### config.mk
export PLATFORM = sky130hd
export DESIGN_NAME = stip_expander
export DESIGN_NICKNAME = d
export VERILOG_FILES = /design/src/rtl/stip_pkg.sv /design/src/rtl/stip_cmd_decode.sv /design/src/rtl/stip_sweep.sv /design/src/rtl/stip_pixel_fmt.sv /design/src/rtl/stip_expander.sv
export SDC_FILE = /design/constraint.sdc
export NUM_CORES = 1
export LEC_CHECK = 0
export CORE_ASPECT_RATIO = 1.5
export CORE_UTILIZATION = 55
export DETAILED_ROUTE_END_ITERATION = 10
export DONT_BUFFER_PORTS = 1
export PLACE_DENSITY = 0.7
export SLEW_MARGIN = 10
export SYNTH_ARGS = -nofsm -noshare
export SYNTH_HDL_FRONTEND = slang
export SYNTH_SLANG_ARGS = --single-unit
### constraint.sdc
create_clock -name clk_i -period 2.6 [get_ports clk_i]
set_input_delay 0.13 -clock clk_i [delete_from_list [all_inputs] [get_ports clk_i]]
set_output_delay 0.13 -clock clk_i [all_outputs]
set_load 0.02 [all_outputs]
### src/rtl/stip_pkg.sv
package stip_pkg;
  localparam int unsigned MASK_W  = 32;
  localparam int unsigned PIX_W   = 8;
  localparam int unsigned COLOR_W = 32;
  localparam int unsigned SLOT_W  = $clog2(MASK_W);

  typedef struct packed {
    logic [MASK_W-1:0] mask;
    logic              deep;
  } stip_job_t;
endpackage

### src/rtl/stip_cmd_decode.sv
module stip_cmd_decode
  import stip_pkg::*;
#(
  parameter int unsigned PIX_AW = 20,
  localparam int unsigned BUS_AW = PIX_AW + 3
) (
  input  logic               clk_i,
  input  logic               rst_ni,
  input  logic               wr_i,
  input  logic               ready_i,
  input  logic [BUS_AW-1:0]  addr_i,
  input  logic [COLOR_W-1:0] wdata_i,
  input  logic               deep_i,
  output logic [COLOR_W-1:0] colour_o,
  output logic               start_o,
  output stip_job_t          job_o,
  output logic [PIX_AW-1:0]  base_o
);
  logic               accept;
  logic [COLOR_W-1:0] colour_q;
  logic               unused_lo;

  assign unused_lo = ^addr_i[1:0];
  assign accept    = wr_i & ready_i;
  assign start_o   = accept & addr_i[2];
  assign base_o    = addr_i[BUS_AW-1:3];
  assign job_o     = '{mask: wdata_i[MASK_W-1:0], deep: deep_i};
  assign colour_o  = colour_q;

  always_ff @(posedge clk_i or negedge rst_ni) begin
    if (!rst_ni)                  colour_q <= '0;
    else if (accept && !addr_i[2]) colour_q <= wdata_i;
  end
endmodule

### src/rtl/stip_sweep.sv
module stip_sweep
  import stip_pkg::*;
#(
  parameter int unsigned PIX_AW = 20
) (
  input  logic              clk_i,
  input  logic              rst_ni,
  input  logic              start_i,
  input  stip_job_t         job_i,
  input  logic [PIX_AW-1:0] base_i,
  output logic              busy_o,
  output logic              slot_we_o,
  output logic              slot_deep_o,
  output logic [PIX_AW-1:0] slot_addr_o,
  output logic              done_o,
  output logic [PIX_AW-1:0] done_base_o
);
  localparam logic [SLOT_W-1:0] LAST_SLOT = SLOT_W'(MASK_W - 1);

  logic              busy_q, deep_q, done_q;
  logic [MASK_W-1:0] mask_q;
  logic [PIX_AW-1:0] base_q;
  logic [SLOT_W-1:0] slot_q;
  logic              last_slot;

  assign last_slot = busy_q && (slot_q == LAST_SLOT);

  always_ff @(posedge clk_i or negedge rst_ni) begin
    if (!rst_ni) begin
      busy_q <= 1'b0;
      deep_q <= 1'b0;
      done_q <= 1'b0;
      mask_q <= '0;
      base_q <= '0;
      slot_q <= '0;
    end else begin
      done_q <= last_slot;
      if (start_i && !busy_q) begin
        busy_q <= 1'b1;
        mask_q <= job_i.mask;
        deep_q <= job_i.deep;
        base_q <= base_i;
        slot_q <= '0;
      end else if (busy_q) begin
        mask_q <= mask_q << 1;
        slot_q <= slot_q + 1'b1;
        if (last_slot) busy_q <= 1'b0;
      end
    end
  end

  // MSB of the shifting mask governs the current (leftmost remaining) pixel
  assign busy_o      = busy_q;
  assign slot_we_o   = busy_q & mask_q[MASK_W-1];
  assign slot_deep_o = deep_q;
  assign slot_addr_o = base_q + PIX_AW'(slot_q);
  assign done_o      = done_q;
  assign done_base_o = base_q;
endmodule

### src/rtl/stip_pixel_fmt.sv
module stip_pixel_fmt
  import stip_pkg::*;
(
  input  logic [COLOR_W-1:0] colour_i,
  output logic [PIX_W-1:0]   pix_o,
  output logic [COLOR_W-1:0] deep_o
);
  localparam int unsigned NBYTES = COLOR_W / 8;

  assign pix_o = colour_i[PIX_W-1:0];

  // big-endian store: byte lanes reversed
  for (genvar i = 0; i < NBYTES; i++) begin : g_swap
    assign deep_o[8*i +: 8] = colour_i[8*(NBYTES-1-i) +: 8];
  end
endmodule

### src/rtl/stip_expander.sv
module stip_expander
  import stip_pkg::*;
#(
  parameter int unsigned PIX_AW = 20,
  localparam int unsigned BUS_AW = PIX_AW + 3
) (
  input  logic               clk_i,
  input  logic               rst_ni,
  input  logic               deep_i,
  input  logic               bus_wr_i,
  input  logic [BUS_AW-1:0]  bus_addr_i,
  input  logic [COLOR_W-1:0] bus_wdata_i,
  output logic               bus_ready_o,
  output logic [COLOR_W-1:0] bus_rdata_o,
  output logic               busy_o,
  output logic               fb_we_o,
  output logic [PIX_AW-1:0]  fb_addr_o,
  output logic [PIX_W-1:0]   fb_data_o,
  output logic               deep_we_o,
  output logic [COLOR_W-1:0] deep_data_o,
  output logic               dirty_valid_o,
  output logic [PIX_AW-1:0]  dirty_base_o
);
  logic [COLOR_W-1:0] colour;
  logic               start, busy, slot_we, slot_deep;
  stip_job_t          job;
  logic [PIX_AW-1:0]  base;

  assign bus_ready_o = ~busy;
  assign bus_rdata_o = '0;
  assign busy_o      = busy;

  stip_cmd_decode #(.PIX_AW(PIX_AW)) u_decode (
    .clk_i    (clk_i),
    .rst_ni   (rst_ni),
    .wr_i     (bus_wr_i),
    .ready_i  (bus_ready_o),
    .addr_i   (bus_addr_i),
    .wdata_i  (bus_wdata_i),
    .deep_i   (deep_i),
    .colour_o (colour),
    .start_o  (start),
    .job_o    (job),
    .base_o   (base)
  );

  stip_sweep #(.PIX_AW(PIX_AW)) u_sweep (
    .clk_i       (clk_i),
    .rst_ni      (rst_ni),
    .start_i     (start),
    .job_i       (job),
    .base_i      (base),
    .busy_o      (busy),
    .slot_we_o   (slot_we),
    .slot_deep_o (slot_deep),
    .slot_addr_o (fb_addr_o),
    .done_o      (dirty_valid_o),
    .done_base_o (dirty_base_o)
  );

  stip_pixel_fmt u_fmt (
    .colour_i (colour),
    .pix_o    (fb_data_o),
    .deep_o   (deep_data_o)
  );

  assign fb_we_o   = slot_we;
  assign deep_we_o = slot_we & slot_deep;
endmodule

==> flow_metrics.py <==
metrics = {
    "synth": {
        "synth.area.top_cells": "dfrtp_1 51%, nand2_1 11%, buf_4 7.4%",
        "synth-async-reset-ratio": 1.00,
        "synth_most_common_cell": "nand2_1",
        "seq_area_frac_synth": 0.515,
        "ys.flop_type": "dfrtp_1",
        "synth_edf_count": 0,
        "yosys-top-cells-count": "128 x nand2_1, 92 x dfrtp_1, 44 x buf_4",
        "syn_avg_cell_area_um2": 10.3,
        "syn_inst": 433,
        "ys_seq_elements": 92,
        "post_synth_num_cell_types": 38,
        "synth_area_um2": 4470,
        "yosys.area.top_type": "dfrtp_1",
        "synth_top_area_frac": 0.515,
        "ys_warn_count": 0,
    },
    "timing": {
        "layout_min_cycle_time_ns": 2.54,
        "slew_viol_final": 0,
        "max_freq_ghz": 0.394,
        "setup_tns_ns": 0,
        "period_share": 0.976,
        "finalHoldViolations": 0,
        "skew_ns": 0.00387,
        "fin_ws_ns": 0.0615,
        "setup_violations": 0,
        "relSlewSlack": 0.470,
        "worst_pin_slew_ns": 0.792,
    },
    "global_route": {
        "grt_max_degree": 93,
        "grt_usage": 0.224,
        "grt-ovfl-total": 0,
        "grt_pass1_wl_um": 14400,
        "grt_pass1_vias": 3152,
        "antenna_found_initial": 0,
    },
    "clock_network": {
        "cts.sinks": 92,
        "cts_tree": "built",
        "insertion_delay_ns": 0.33,
        "cts_root_buf": "clkbuf_16",
        "clock_path_buffers": 2,
        "cts_made_buffers": 9,
        "h-tree-depth": 3,
        "clk_pin_slew_worst_paths_ns": 0.06,
    },
    "floorplanning": {
        "dieArea_um2": 8500,
        "num_io_pins": 176,
        "core_region_area_um2": 7760,
        "die_y_um": 112,
        "rows": 39,
        "die_w_um": 75.6,
        "initial_utilization": 0.576,
    },
    "critical_path": {
        "cp_max_fo": 8,
        "end_kind": "primary output",
        "cp.required_ns": 2.47,
        "r2r_slack_ns": 0.69,
        "startpoint_type": "flop",
        "r2r-end": "u_sweep.done_base_o[4]",
        "critPathArrivalTime_ns": 2.41,
        "r2r_start": "u_sweep.busy_o",
        "path_class": "flop to primary output",
        "rr_worst_depth": 4,
    },
    "finish": {
        "drive_above_1_share": 0.138,
        "utilization": 0.680,
        "fill_cells": 573,
        "areaGrowthSynthToFinish_pct": 18.0,
        "fin_nets": 550,
        "antenna_cells": 0,
        "multi_input_comb_area_um2": 1870,
        "seq_area_um2": 2310,
    },
    "pwr": {
        "peakVddDrop_v": 0.000659,
        "power_mw": 6.77,
        "cellPowerDensity_nw_per_um2": 1280,
        "leakage_nw": 2.52,
    },
    "worst_hold_path": {
        "min_from": "bus_addr_i[2]",
        "hold_path.class": "input port to flop",
        "holdPathStages": 2,
        "holdPathEnd": "u_decode.colour_o[2]",
    },
    "drt": {
        "drc": 0,
        "vias_per_cell": 5.25,
        "via_count": 3091,
        "wl_per_cell_um": 15.9,
        "ant_nets": 0,
        "drt-pass1-iter-count": 4,
        "wl_um": 9380,
        "dr.first_iter.drc_count": 138,
    },
    "place": {
        "port_buffers": 0,
        "place_ws_ns": 0.293,
        "routabilityCongestion": 0.806,
        "dp_hpwl_um": 6050,
    },
    "job": {
        "drv_cap": 0,
    },
    "outcome": {
        "status": "finished clean",
    },
}
[kinds of logic (layout without fill, tap and decap cells)]
logic type                 after synthesis  count (layout)  synth area share
adders and majority gates                8               8            0.0241
buffers and inverters                   68              91             0.102
other                                    1              32          0.000839
DFF                                     92              92             0.515
muxes                                   32              32            0.0806
and+or+nand+nor                        159             159             0.155
AOI/OAI and AO/OA                       53              53            0.0834
xor gates and xnor gates                20              20            0.0392
[area by class of cell]
type	instances	share of cell area
flip-flops and latches	92	0.437
multi-input cells	304	0.354
repair buffers	70	0.129
clock buffers	13	0.0493
well taps	102	0.0242
inverters	6	0.00427
clock inverters	2	0.00190
[where the power goes]
part,switching [mW],internal (mW)
Combinational,1.36,0.977
Clock,0.495,0.692
Sequential,1.18,2.07
[repair_timing]
action                                  in CTS  in global routing
gates cloned                                 0                  0
endpoints found under the setup margin       7                  7
pin swaps                                    1                  1
buffers inserted                             1                  2
hold buffers                                55                  0
resized for setup                            5                  5
endpoints found under the hold margin      177                  0
[cells in the final DEF (no fill, tap or decap), types with 2 or more instances in the layout]
cell type,synthesis,final
conb_1,1,32
mux2_2,23,23
clkbuf_16,0,9
nand2_1,128,128
buf_4,44,15
xor2_1,2,2
nand4_1,6,6
a22oi_1,31,31
clkbuf_1,5,2
inv_1,6,6
and2_1,2,2
ha_1,7,6
o21ai_0,9,8
dlygate4sd3_1,0,54
a21oi_1,2,2
o21ai_1,1,2
nand3_1,4,4
clkbuf_8,0,2
mux2_1,9,9
dfrtp_2,0,3
dfrtp_1,92,89
xnor2_1,18,18
nor2_1,6,6
clkinv_2,0,2
o2111ai_2,0,3
o211ai_1,2,2
and3_1,5,5
[stage by stage]
| stage | std cells | hold slack [ns] | area (um2) |
|---|---|---|---|
| floorplan | 464 | -0.166 | 4590 |
| global placement | 516 | -0.164 | 4370 |
| detailed placement | 516 | -0.163 | 4370 |
| CTS | 587 | 0.0513 | 5240 |
| global route | 589 | 0.0590 | 5270 |
| finish | 589 | 0.0602 | 5270 |
[layer usage]
metal / part of all wire / global-route usage / vias up
met5: 0 / 0 / -
met4: 0.020 / 0.104 / 0
met3: 0.063 / 0.0440 / 16
met2: 0.53 / 0.394 / 111
met1: 0.38 / 0.251 / 1495
li1: - / - / 1469
[state kept, by name, indices dropped and copies added, names as in the netlist]
name                 cells
u_decode.colour_o       32
u_sweep.busy_o           1
u_sweep.done_o           1
u_sweep.done_base_o     20
u_sweep.mask_q          32
u_sweep.slot_deep_o      1
u_sweep.slot_q           5
[worst max-delay path by stage]
stage	start	end	slack [ns]	cells after the start
finish	u_sweep.done_base_o[0]	fb_addr_o[8]	0.06	8
global route	u_sweep.done_base_o[0]	fb_addr_o[12]	-0.02	8
CTS	u_sweep.done_base_o[0]	fb_addr_o[8]	0.006	8
detailed placement	u_sweep.done_base_o[0]	fb_addr_o[8]	0.29	8
global placement	u_sweep.done_base_o[0]	fb_addr_o[8]	0.37	8
floorplan	u_sweep.done_base_o[0]	fb_addr_o[8]	0.43	7
[critical path, cell delays in order, from the launching register on]
cell and delay [ns]:
dfrtp_2 0.46, ha_4 0.17, inv_1 0.05, fa_2 0.35, nor2b_2 0.15, o31a_1 0.38
o2111ai_2 0.15, xnor2_1 0.18, buf_4 0.16
No activity file was read; power rests on OpenSTA's default activity.
